File: config.mk
export PLATFORM = sky130hd
export DESIGN_NAME = dac_pwr_seq
export DESIGN_NICKNAME = d
export VERILOG_FILES = /design/src/rtl/dac_pwr_seq_pkg.sv /design/src/rtl/seq_phase_cnt.sv /design/src/rtl/seq_ramp_gen.sv /design/src/rtl/dac_pwr_seq.sv
export SDC_FILE = /design/constraint.sdc
export NUM_CORES = 1
export LEC_CHECK = 0
export CAP_MARGIN = 20
export CORE_UTILIZATION = 55
export CTS_BUF_LIST = sky130_fd_sc_hd__clkbuf_8
export DETAILED_ROUTE_END_ITERATION = 6
export HOLD_SLACK_MARGIN = 0.1
export PLACE_DENSITY_LB_ADDON = 0.2
export SYNTH_ARGS = -nofsm -noshare
export SYNTH_HDL_FRONTEND = slang
export SYNTH_SLANG_ARGS = --single-unit
File: constraint.sdc
create_clock -name clk -period 4.8 [get_ports clk]
set_input_delay 0.48 -clock clk [delete_from_list [all_inputs] [get_ports clk]]
set_output_delay 0.48 -clock clk [all_outputs]
set_load 0.02 [all_outputs]
File: src/rtl/dac_pwr_seq_pkg.sv
package dac_pwr_seq_pkg;

    typedef enum logic [2:0] {
        ST_RST   = 3'd0,
        ST_IDLE  = 3'd1,
        ST_FAST  = 3'd2,
        ST_CLAMP = 3'd3,
        ST_RAMP  = 3'd4,
        ST_RUN   = 3'd5,
        ST_SINK  = 3'd6,
        ST_OFF   = 3'd7
    } seq_state_e;

    typedef struct packed {
        seq_state_e state;
        logic       mode_cp;
        logic       clamp;
        logic       busy;
        logic       audio;
        logic       bufc;
        logic       sink;
        logic       ready;
        logic       done;
    } seq_regs_t;

    localparam seq_regs_t SEQ_RESET = '{
        state:   ST_RST,
        mode_cp: 1'b0,
        clamp:   1'b1,
        busy:    1'b0,
        audio:   1'b0,
        bufc:    1'b0,
        sink:    1'b0,
        ready:   1'b0,
        done:    1'b0
    };

    function automatic seq_regs_t seq_decode(seq_state_e s, logic cp);
        seq_regs_t r;
        r.state   = s;
        r.mode_cp = cp;
        r.clamp   = (s == ST_RST) || (s == ST_IDLE) || (s == ST_CLAMP);
        r.busy    = (s == ST_RAMP);
        r.audio   = (s == ST_RUN);
        r.bufc    = (s == ST_FAST) || (s == ST_RAMP);
        r.sink    = (s == ST_SINK);
        r.ready   = cp && (s != ST_RST);
        r.done    = (s == ST_OFF);
        return r;
    endfunction

endpackage

File: src/rtl/seq_phase_cnt.sv
module seq_phase_cnt #(
    parameter int unsigned CNT_W = 8
) (
    input  logic             clk,
    input  logic             rst_n,
    input  logic             clr_i,
    input  logic             inc_i,
    input  logic [CNT_W-1:0] limit_i,
    output logic             hit_o
);

    logic [CNT_W-1:0] cnt_d, cnt_q;

    always_comb begin
        cnt_d = cnt_q;
        if (clr_i) begin
            cnt_d = '0;
        end else if (inc_i) begin
            cnt_d = cnt_q + 1'b1;
        end
    end

    assign hit_o = inc_i && (cnt_q == (limit_i - 1'b1));

    always_ff @(posedge clk or negedge rst_n) begin
        if (!rst_n) begin
            cnt_q <= '0;
        end else begin
            cnt_q <= cnt_d;
        end
    end

endmodule

File: src/rtl/seq_ramp_gen.sv
module seq_ramp_gen #(
    parameter int unsigned LEVEL_W = 16,
    parameter int unsigned STEPS   = 10000
) (
    input  logic               clk,
    input  logic               rst_n,
    input  logic               clr_i,
    input  logic               adv_i,
    input  logic               fill_i,
    output logic [LEVEL_W-1:0] level_o
);

    localparam longint unsigned FULL_L = (64'd1 << LEVEL_W) - 64'd1;
    localparam longint unsigned STEP_L = FULL_L / STEPS;
    localparam longint unsigned REM_L  = FULL_L % STEPS;
    localparam int unsigned     RW     = $clog2(STEPS + 1);

    localparam logic [LEVEL_W-1:0] STEP    = LEVEL_W'(STEP_L);
    localparam logic [RW:0]        REM_INC = (RW + 1)'(REM_L);
    localparam logic [RW:0]        DIVISOR = (RW + 1)'(STEPS);

    logic [LEVEL_W-1:0] level_d, level_q;
    logic [RW-1:0]      rem_d, rem_q;
    logic [RW:0]        rem_sum;
    logic               carry;

    always_comb begin
        rem_sum = {1'b0, rem_q} + REM_INC;
        carry   = (rem_sum >= DIVISOR);
        level_d = level_q;
        rem_d   = rem_q;
        if (fill_i) begin
            level_d = '1;
            rem_d   = '0;
        end else if (clr_i) begin
            level_d = '0;
            rem_d   = '0;
        end else if (adv_i) begin
            level_d = level_q + STEP + LEVEL_W'(carry);
            rem_d   = carry ? RW'(rem_sum - DIVISOR) : RW'(rem_sum);
        end
    end

    always_ff @(posedge clk or negedge rst_n) begin
        if (!rst_n) begin
            level_q <= '0;
            rem_q   <= '0;
        end else begin
            level_q <= level_d;
            rem_q   <= rem_d;
        end
    end

    assign level_o = level_q;

endmodule

File: src/rtl/dac_pwr_seq.sv
module dac_pwr_seq
    import dac_pwr_seq_pkg::*;
#(
    parameter int unsigned LEVEL_W    = 16,
    parameter int unsigned CLAMP_LRCK = 1000,
    parameter int unsigned RAMP_LRCK  = 10000,
    parameter int unsigned SINK_LRCK  = 4000,
    parameter int unsigned FAST_CLKS  = 614
) (
    input  logic               clk,
    input  logic               rst_n,
    input  logic               mode_sel_i,
    input  logic               pdn_bit_i,
    input  logic               tc_en_i,
    input  logic               lr_stb_i,
    output logic               clamp_o,
    output logic [LEVEL_W-1:0] ramp_level_o,
    output logic               ramp_busy_o,
    output logic               audio_en_o,
    output logic               buf_conn_o,
    output logic               sink_en_o,
    output logic               port_ready_o,
    output logic               dis_done_o
);

    localparam int unsigned MAX_AB  = (CLAMP_LRCK > RAMP_LRCK) ? CLAMP_LRCK : RAMP_LRCK;
    localparam int unsigned MAX_CD  = (SINK_LRCK > FAST_CLKS) ? SINK_LRCK : FAST_CLKS;
    localparam int unsigned CNT_MAX = (MAX_AB > MAX_CD) ? MAX_AB : MAX_CD;
    localparam int unsigned CNT_W   = $clog2(CNT_MAX + 1);

    localparam logic [CNT_W-1:0] LIM_CLAMP = CNT_W'(CLAMP_LRCK);
    localparam logic [CNT_W-1:0] LIM_RAMP  = CNT_W'(RAMP_LRCK);
    localparam logic [CNT_W-1:0] LIM_SINK  = CNT_W'(SINK_LRCK);
    localparam logic [CNT_W-1:0] LIM_FAST  = CNT_W'(FAST_CLKS);

    seq_regs_t        cur_q, nxt_d;
    logic             cnt_clr, cnt_inc, cnt_hit;
    logic [CNT_W-1:0] cnt_limit;
    logic             abort_req, start_req;
    seq_state_e       start_state;
    logic             ramp_clr, ramp_adv, ramp_fill;

    // Phase counter control follows the present state
    always_comb begin
        cnt_inc   = 1'b0;
        cnt_limit = LIM_CLAMP;
        unique case (cur_q.state)
            ST_FAST: begin
                cnt_inc   = 1'b1;
                cnt_limit = LIM_FAST;
            end
            ST_CLAMP: begin
                cnt_inc   = lr_stb_i;
                cnt_limit = LIM_CLAMP;
            end
            ST_RAMP: begin
                cnt_inc   = lr_stb_i;
                cnt_limit = LIM_RAMP;
            end
            ST_SINK: begin
                cnt_inc   = lr_stb_i;
                cnt_limit = LIM_SINK;
            end
            default: begin
                cnt_inc   = 1'b0;
                cnt_limit = LIM_CLAMP;
            end
        endcase
    end

    seq_phase_cnt #(
        .CNT_W (CNT_W)
    ) u_phase_cnt (
        .clk     (clk),
        .rst_n   (rst_n),
        .clr_i   (cnt_clr),
        .inc_i   (cnt_inc),
        .limit_i (cnt_limit),
        .hit_o   (cnt_hit)
    );

    // Next-state and registered-output computation
    always_comb begin
        seq_state_e ns;
        logic       cp;
        ns          = cur_q.state;
        cp          = cur_q.mode_cp;
        abort_req   = cur_q.mode_cp && pdn_bit_i;
        start_req   = !cur_q.mode_cp || !pdn_bit_i;
        start_state = tc_en_i ? ST_CLAMP : ST_FAST;

        unique case (cur_q.state)
            ST_RST: begin
                ns = ST_IDLE;
                cp = mode_sel_i;
            end
            ST_IDLE, ST_OFF: begin
                if (start_req) begin
                    ns = start_state;
                end
            end
            ST_FAST: begin
                if (abort_req) begin
                    ns = ST_SINK;
                end else if (cnt_hit) begin
                    ns = ST_RUN;
                end
            end
            ST_CLAMP: begin
                if (abort_req) begin
                    ns = ST_SINK;
                end else if (cnt_hit) begin
                    ns = ST_RAMP;
                end
            end
            ST_RAMP: begin
                if (abort_req) begin
                    ns = ST_SINK;
                end else if (cnt_hit) begin
                    ns = ST_RUN;
                end
            end
            ST_RUN: begin
                if (abort_req) begin
                    ns = ST_SINK;
                end
            end
            ST_SINK: begin
                if (cnt_hit) begin
                    ns = ST_OFF;
                end
            end
            default: ns = ST_RST;
        endcase

        nxt_d     = seq_decode(ns, cp);
        cnt_clr   = (ns != cur_q.state);
        ramp_fill = (ns == ST_RUN);
        ramp_clr  = (ns != ST_RAMP) && (ns != ST_RUN);
        ramp_adv  = (cur_q.state == ST_RAMP) && lr_stb_i;
    end

    seq_ramp_gen #(
        .LEVEL_W (LEVEL_W),
        .STEPS   (RAMP_LRCK)
    ) u_ramp (
        .clk     (clk),
        .rst_n   (rst_n),
        .clr_i   (ramp_clr),
        .adv_i   (ramp_adv),
        .fill_i  (ramp_fill),
        .level_o (ramp_level_o)
    );

    always_ff @(posedge clk or negedge rst_n) begin
        if (!rst_n) begin
            cur_q <= SEQ_RESET;
        end else begin
            cur_q <= nxt_d;
        end
    end

    assign clamp_o      = cur_q.clamp;
    assign ramp_busy_o  = cur_q.busy;
    assign audio_en_o   = cur_q.audio;
    assign buf_conn_o   = cur_q.bufc;
    assign sink_en_o    = cur_q.sink;
    assign port_ready_o = cur_q.ready;
    assign dis_done_o   = cur_q.done;

endmodule

Word level (Yosys, flattened, before mapping)
Cells that the tools add are included.

word-level totals
  flip-flop bits (word level) = 55
  bits in latches = 0
  bits in writable memories = 0
  memory bits (read-only) = 0
  input bits = 6
  output and inout port bits = 23
  word-level logic and storage cells = 77
  memories = 0

cells by class
  $add $sub $neg = 6
  multiply operators = 0
  divide/modulo/power cells = 0
  magnitude comparators = 1
  eq/ne operators = 18
  shifts and indexed selects = 0
  mux-type cells = 21
  bitwise gates (word level) = 0
  reductions and logical operators = 19

operator list
  operator                  count
  $mux W14                  6
  $mux W16                  3
  $pmux W14 S3              1
  $eq A3 B3 Y1 const B      8
  $mux W3                   7
  $pmux W3 S6               1
  $add A16 B1 Y16           1
  $add A16 B3 Y16 const B   1
  $add A14 B13 Y15 const B  1
  $ge A15 B14 Y1 const B    1
  $add A14 B1 Y14 const B   1
  $eq A14 B14 Y1            1
  $sub A14 B1 Y14 const B   1
  $sub A14 B14 Y14 const B  1
  $eq A3 B2 Y1 const B      4
  $eq A3 B1 Y1 const B      2
  $logic_not A3 Y1          2
  $ne A3 B3 Y1 const B      2
  $reduce_bool A3 Y1        2
  $logic_and A1 B1 Y1       5
  $logic_or A1 B1 Y1        4
  $reduce_or A2 Y1          2
  $ne A3 B3 Y1              1
  $reduce_or A3 Y1          1
  other kinds (4)           6

Depth between registers and ports, before layout
Gate-level depths: netlist (run 1).

  depth in word-level cells = 12
  mapped depth = 24
  depth with buffers taken out = 23

By module
From an unflattened synthesis (run 1), not the netlist that was laid out.

second synthesis, totals
  cell total of the unflattened synthesis = 489
  area total of the unflattened synthesis = 4,352.9 um^2

by module, submodules not included
  module         instances  cells each  area each (um^2)  seq. area each (um^2)
  seq_ramp_gen   1          279         2,489.9           750.7
  seq_phase_cnt  1          125         1,106.1           350.3
  dac_pwr_seq    1          85          757.0             276.5

Least setup slack after synthesis (run 1)
OpenSTA, ideal clock, no wires.

  path type = reg2reg
  start = register u_ramp.rem_q[1]
  end = register u_ramp.level_q[13] (netlist: u_ramp.level_o[13])
  setup time = 0.148 ns
  arrival time = 4.528 ns
  data required time = 4.652 ns
  slack = 0.124 ns
  stages on the path, launching flop included = 21
  buffers on the path = 1
  clock period less this slack = 4.676 ns
  cells stage by stage = dfrtp_1 > inv_1 > ha_1 > clkbuf_1 > or4b_2 > o211ai_1 > a311oi_1 > o2111a_1 > o31a_1 > nor2_1 > inv_1 > ha_1 > or3_1 > and3_1 > and3_1 > and3_1 > and3_1 > and3_1 > nand2b_1 > a21oi_1 > a311oi_1

between the ends
  cells in the longest elaborated chain, start to end = 6

RTL lines
  element                 line                source
  from (decl)             seq_ramp_gen.sv:23  logic [RW-1:0] rem_d, rem_q;
  from (signal assigned)  seq_ramp_gen.sv:50  rem_q <= rem_d;
  $add A14 B13 Y15        seq_ramp_gen.sv:28  rem_sum = {1'b0, rem_q} + REM_INC;
  $ge A15 B14 Y1          seq_ramp_gen.sv:29  carry = (rem_sum >= DIVISOR);
  $add A16 B1 Y16         seq_ramp_gen.sv:39  level_d = level_q + STEP + LEVEL_W'(carry);
  $mux W16                seq_ramp_gen.sv:38  end else if (adv_i) begin
  $mux W16                seq_ramp_gen.sv:35  end else if (clr_i) begin
  $mux W16                seq_ramp_gen.sv:32  if (fill_i) begin
  to (signal assigned)    seq_ramp_gen.sv:49  level_q <= level_d;
  to (decl)               seq_ramp_gen.sv:22  logic [LEVEL_W-1:0] level_d, level_q;

No other way between the ends. The select of a mux whose other input is x is not followed.
A chain may end at the register's enable or synchronous reset.

Worst setup path in the final report (run 1)
Same ends and word-level chain as after synthesis.

==> results by group, run 1 <==
Run status
  • Outcome: finished, final reports clean

Die
  • FP Rows: 28
  • Core Region: slightly above 6000 um^2
  • Die Y: just over 80 um
  • # IOs: 29
  • Chip width: 82.0 um
  • Initial Util: 0.581
  • Die Area: just under 7000 um^2

Global routing
  • Largest net degree at the start of global routing: 56
  • Vias in the first global route: 2892
  • GRT overflow: 0
  • Initial antenna violation count: 0
  • GRT Total Usage: 0.264
  • Global-route wire length before repair: ~14000 um

STA
  • Actual slew at the worst max-slew pin: around 1.0 ns
  • Endpoints failing setup: 0
  • Final Max Slew Viols: 0
  • Worst hold slack: between 0.2 and 0.3 ns
  • Final min period: approximately 4.6 ns
  • Post-Route Skew: between 0.007 and 0.008 ns
  • Fmax: ~220 MHz
  • Slew Limit Headroom: 0.317
  • Period utilization: 0.949
  • Final hold violation count: 0

Final layout
  • Nets@finish: between 400 and 500
  • Most common cell after layout, fill and taps aside: dfrtp_1
  • Ant diodes: 0
  • Post-route cell area: between 4000 and 5000 um^2
  • Layout area overhead: 14.3%
  • Most frequent cells in the layout: dfrtp_1, nor2_1, nand2_1, clkdlybuf4s50_1, a21oi_1
  • Layout cells sized above 1: 0.0938

Clock tree
  • Hold Buf Count CTS: 0
  • Cts bufs inserted: 5
  • CTS tree: built
  • CTS max path bufs: 2
  • Root Driver: clkbuf_8
  • CTS clk-pin slew, worst paths: 0.11 ns
  • H-tree levels: 2
  • Worst-Skew Late Latency: 0.32 ns
  • Clk sink count: 55

Route
  • DR vias/cell: 6.19
  • Post-Route WL: about 8000 um
  • Via count: 3170
  • Drt first pass iters: 5
  • Iteration-0 DRC Markers: 414
  • # DRC: 0
  • Antenna Violating Nets Remaining: 0
  • Avg WL per Cell: around 16 um

Synthesis
  • Post-synth EDFFs: 0
  • Prevailing post-synth register cell: dfrtp_1
  • Yosys top cell by area: dfrtp_1
  • Top cell type's share of synthesized area: 0.384
  • Sequential area share after synthesis: 0.391
  • Count of cell types in the netlist: 66
  • Cells after Synth: between 400 and 500
  • Post-Syn Area: around 3500 um^2
  • Syn Nets: 420
  • Syn. warnings: 0
  • Post-synth ARST share: 1.00
  • Seq cells post-synth: 55
  • Syn_area_per_cell: between 8 and 9 um^2
  • Ranking of synthesized cells by area: dfrtp_1, nor2_1, nand2_1

Power
  • Worst VDD drop: 0.173 mV
  • Comb power frac: 0.120
  • Clock network fraction of total power: 0.298
  • P_sw: between 0.0002 and 0.0003 W
  • Total Power: a little over 0.0009 W
  • Cell-internal power: between 0.0006 and 0.0007 W
  • Pleak: roughly 1.7 nW
  • Part of the power in registers: 0.582
  • Switching Fraction: 0.290
  • Pwr dens: 228 nW/um^2

Setup path
  • Kind of start point of the critical path: flop
  • Required time of the critical path: around 5.0 ns
  • Critical path class: flop to flop
  • CP max FO: 10
  • Critical path endpoint category: flop
  • WP data arrival: between 4 and 5 ns

Place
  • DP Area: between 3000 and 4000 um^2
  • Post-DP HPWL: around 5500 um
  • Buffers on Ports: 28
  • Gpl congestion: just over 0.9

Worst hold path
  • Min-delay worst type: primary input to asynchronous set/reset pin

Run
  • Total of max-cap violations: 0
-- metrics by stage --
stage | utilization | TNS, ns | std cells | setup WS (ns)
floorplan | - | 0 | 407 | 0.124
CTS | 0.658 | 0 | 511 | 0.0708
detailed placement | 0.643 | 0 | 503 | 0.0985
finish | 0.664 | 0 | 512 | 0.244
global placement | 0.643 | 0 | 503 | 0.256
global route | 0.664 | -0.0355 | 512 | -0.0355
-- worst max-delay path, stage by stage (launching register included) --
cell	delay (ns)
dfrtp_2	0.46
inv_2	0.11
ha_4	0.19
nor3b_1	0.27
xnor2_1	0.27
inv_1	0.09
ha_1	0.19
nand2_1	0.07
a311oi_2	0.06
o2111a_1	0.27
o31a_1	0.27
nor2_1	0.14
inv_1	0.08
ha_1	0.19
or3_1	0.38
and3_1	0.19
and3_1	0.19
and3_1	0.20
and3_1	0.20
and3_1	0.21
nand2b_1	0.14
a21oi_1	0.17
a311oi_1	0.07
-- layout make-up --
| class | instances | area (um^2) |
|---|---|---|
| timing repair buffer | 42 | 380 |
| fill | 504 | 2040 |
| sequential | 55 | 1380 |
| multi-input combinational | 315 | 2010 |
| tap | 75 | 93.8 |
| inverter | 17 | 63.8 |
| clock buffer | 5 | 68.8 |
| clock inverter | 3 | 23.8 |
-- synthesized netlist by cell type, types with 7 or more instances --
master	instances
nand2_1	42
o21ai_1	7
dfrtp_1	54
inv_1	16
clkbuf_1	17
nor2_1	47
nor3_1	8
xor2_1	16
a21oi_1	26
o21ai_0	22
ha_1	7
nand2b_1	7
and3_1	11
xnor2_1	15
-- cells by family after synthesis --
family,Yosys count,share of synthesized area
muxes,4,0.0156
buffers and inverters,37,0.0441
adders and majority gates,7,0.0249
xor gates and xnor gates,31,0.0771
and+or+nand+nor,160,0.232
AOI/OAI and AO/OA,113,0.215
DFF,55,0.391
-- metal layers --
layer,up-vias,part of all wire,GRT usage
met4,0,0.015,0.104
met1,1514,0.46,0.381
met2,124,0.46,0.393
met3,16,0.063,0.0433
li1,1516,-,-
met5,-,0,0
-- path summary, 6_finish.rpt --
check,start,to,slack (ns),cells after the start
max in group asynchronous,rst_n,u_ramp.rem_q[1],4.05,2
hold reg to reg,u_ramp.level_o[10],u_ramp.level_o[10],0.55,1
setup reg to reg,u_ramp.rem_q[1],u_ramp.level_o[13],0.24,22
hold / removal,rst_n,u_phase_cnt.cnt_q[10],0.26,2
min in group clk,u_ramp.level_o[10],u_ramp.level_o[10],0.55,1
setup / recovery,u_ramp.rem_q[1],u_ramp.level_o[13],0.24,22
-- power by group through the flow --
stage | clock, W | combinational (W) | sequential, W
after floorplan | 0 | 0.0000814 | 0.000532
after global placement | 0 | 0.000106 | 0.000540
after detailed placement | 0 | 0.000110 | 0.000542
after CTS | 0.000277 | 0.000110 | 0.000533
after global routing | 0.000294 | 0.000129 | 0.000540
final | 0.000273 | 0.000110 | 0.000534
-- state kept, by name (all words and copies together), names as in the netlist --
register / count
sink_en_o: 1
dis_done_o: 1
u_ramp.rem_q: 14
buf_conn_o: 1
u_phase_cnt.cnt_q: 14
u_ramp.level_o: 16
port_ready_o: 1
cur_q: 4
ramp_busy_o: 1
clamp_o: 1
audio_en_o: 1
-- repair_timing --
action / CTS / global route
resized for setup: 0 / 8
setup endpoints to repair: 0 / 7
setup buffers: 0 / 1
Power figures use the tool's default switching activity.
==> run 2: changes to the inputs <==
Settings changed: TNS_END_PERCENT from default to 5.
==> results of run 2 <==
Same layout as run 1: the final DEF is identical, and so are final timing and power.
==> run 3: changes to the inputs <==
Settings changed: CORE_UTILIZATION 55 to 45.
==> run 3 against run 2 <==
Against the previous run:
- die area rose by 22%
- register-to-register slack worse by 0.02 ns
- maximum frequency is 0.49% lower
- design area up 0.75%
- combinational power barely moved
- critical path depth stayed put
- hold slack better by 0.031 ns
- critical path type unchanged
- non-clock buffer count is 1 lower
- core utilization decreased by 12 points
- total power increased by 0.53%
- flip-flop and latch count is the same
==> results by group, run 3 (synthesis results as in run 1) <==
Run status
  • Outcome: finished, final reports clean

STA
  • Fmax: 218 MHz (-0.49%)
  • TNS Setup: 0 ns (unchanged)
  • Endpoints failing setup: 0 (unchanged)
  • Final min period: 4.58 ns (+0.0224 ns)
  • Final Max Slew Viols: 0 (unchanged)
  • Slew Limit Headroom: 0.339 (+0.0225)
  • Post-Route Skew: 0.00874 ns (+0.00159 ns)
  • Period utilization: 0.954 (+0.00466)
  • Actual slew at the worst max-slew pin: 0.979 ns (-0.0333 ns)
  • Final hold violation count: 0 (unchanged)

Power
  • Worst VDD drop: 0.145 mV (-16%)
  • Pwr dens: 227 nW/um^2 (-0.21%)
  • Pleak: 1.72 nW (+0.61%)
  • Total Power: 0.000921 W (+0.53%)

Clock tree
  • Worst-Skew Late Latency: 0.32 ns (about the same)
  • Postcts setup bufs: 0 (unchanged)
  • CTS tree: built
  • H-tree levels: 2 (unchanged)
  • CTS clk-pin slew, worst paths: 0.10 ns (about the same)
  • CTS max path bufs: 2 (unchanged)
  • Clk sink count: 55 (unchanged)
  • Root Driver: clkbuf_8
  • Cts bufs inserted: 5 (unchanged)

Place
  • Buffers on Ports: 28 (unchanged)
  • Gpl congestion: 0.921 (about the same)
  • Post-DP HPWL: 5560 um (+1.2%)
  • DP Area: 3930 um^2 (+0.77%)

Setup path
  • Kind of start point of the critical path: flop
  • CP cell instances: inv_2, ha_4, nor3b_1, xnor2_2, inv_1, ha_1, nand2_1, a311oi_2, o2111a_1, o31a_1, nor2_1, inv_1, ha_1, or3_1, and3_1, and3_1, and3_1, and3_1, and3_1, nand2b_1, a21oi_1, a311oi_1
  • CP peak stage delay: 0.45 ns (about the same)
  • WP data arrival: 4.75 ns (+0.02 ns)
  • Critical path class: flop to flop
  • CP most frequent cell: and3_1
  • Worst-path cell with the longest stage delay: dfrtp_2
  • CP max FO: 10 (unchanged)
  • Critical path endpoint category: flop
  • Buffers & Inverters on Critical Path: 3 (unchanged)
  • Cell family with most CP delay: simple AND/OR/NAND/NOR gates
  • Required time of the critical path: 4.97 ns (about the same)

Worst hold path
  • Min-delay worst type: primary input to asynchronous set/reset pin

Global routing
  • Vias in the first global route: 2841 (-1.8%)
  • GRT Total Usage: 0.205 (-0.0585)
  • Global-route wire length before repair: 13800 um (+1.6%)
  • GRT overflow: 0 (unchanged)
  • Largest net degree at the start of global routing: 56 (unchanged)
  • Initial antenna violation count: 0 (unchanged)

Die
  • Die Y: 90.5 um (+10%)
  • Die Area: 8180 um^2 (+22%)
  • FP Rows: 31 (+11%)
  • # IOs: 29 (unchanged)
  • Core Region: 7410 um^2 (+22%)
  • Initial Util: 0.475 (-0.106)
  • Chip width: 90.5 um (+10%)

Final layout
  • Nets@finish: 448 (-0.22%)
  • Ant diodes: 0 (unchanged)
  • Max FFs per register: 16 (unchanged)
  • Post-route cell area: 4050 um^2 (+0.75%)
  • Layout cells sized above 1: 0.0917 (-0.00208)
  • Layout area overhead: 15.1%
  • Most common cell after layout, fill and taps aside: dfrtp_1
  • Final Core Density: 0.547 (-0.117)
  • Most frequent cells in the layout: dfrtp_1, nor2_1, nand2_1, clkdlybuf4s50_1, a21oi_1

Route
  • Via count: 3126 (-1.4%)
  • DR vias/cell: 5.84 (-5.6%)
  • Antenna Violating Nets Remaining: 0 (unchanged)
  • Drt first pass iters: 5 (unchanged)
  • Iteration-0 DRC Markers: 274 (-34%)
  • Avg WL per Cell: 15.4 um (-3.7%)
  • Post-Route WL: 8220 um (+0.59%)
  • # DRC: 0 (unchanged)

Run
  • Total of max-cap violations: 0 (unchanged)
[run 3: cell types whose count changed in the layout (fill, tap and decap cells not counted)]
| cell | delta |
|---|---|
| xnor2_1 | -1 |
| xnor2_2 | +1 |
| a21boi_1 | +1 |
| inv_6 | +1 |
| clkinvlp_4 | -1 |
| a21boi_2 | -1 |
| clkbuf_8 | +1 |
| inv_8 | -1 |
| buf_4 | -1 |
[run 3: per-stage QoR]
step	hold WS, ns	worst slack [ns]	instances
2_1_floorplan	0.184	0.124	407
3_3_place_gp	0.528	0.233	527
3_5_place_dp	0.531	0.0393	527
4_1_cts	0.321	0.0367	535
5_1_grt	0.370	-0.0328	535
6_report	0.292	0.222	535
[run 3: layout make-up]
cell class | instances | area (um^2)
Fill cell | 681 | 3350
Clock buffer | 6 | 82.6
Multi-Input combinational cell | 315 | 2020
Inverter | 17 | 63.8
Timing Repair Buffer | 41 | 373
Clock inverter | 2 | 13.8
Tap cell | 99 | 124
Sequential cell | 55 | 1380
[run 3: final timing paths]
kind,from,endpoint,slack (ns),cells past startpoint
worst max-delay path,u_ramp.rem_q[1],u_ramp.level_o[13],0.22,22
worst min-delay path,rst_n,u_phase_cnt.cnt_q[5],0.29,2
worst max register to register,u_ramp.rem_q[1],u_ramp.level_o[13],0.22,22
worst min register to register,u_ramp.level_o[9],u_ramp.level_o[9],0.55,1
max in group asynchronous,rst_n,u_ramp.rem_q[1],4.01,2
min in group clk,u_ramp.level_o[9],u_ramp.level_o[9],0.55,1
[run 3: metal layers]
metal	up-vias	routed length, um	GRT usage
li1	1517	-	-
met1	1488	4020	0.291
met2	107	3640	0.317
met3	14	405	0.0320
met4	0	155	0.0766
met5	-	0	0
[run 3: what timing repair did]
item	CTS	global route
resized for setup	0	8
hold buffers	0	0
setup endpoints to repair	0	7
[run 3: where the power goes]
| group | total, W | internal, W | switching [W] |
|---|---|---|---|
| clock network | 0.000278 | 0.000118 | 0.000159 |
| registers | 0.000533 | 0.000493 | 0.0000397 |
| logic | 0.000111 | 0.0000521 | 0.0000588 |
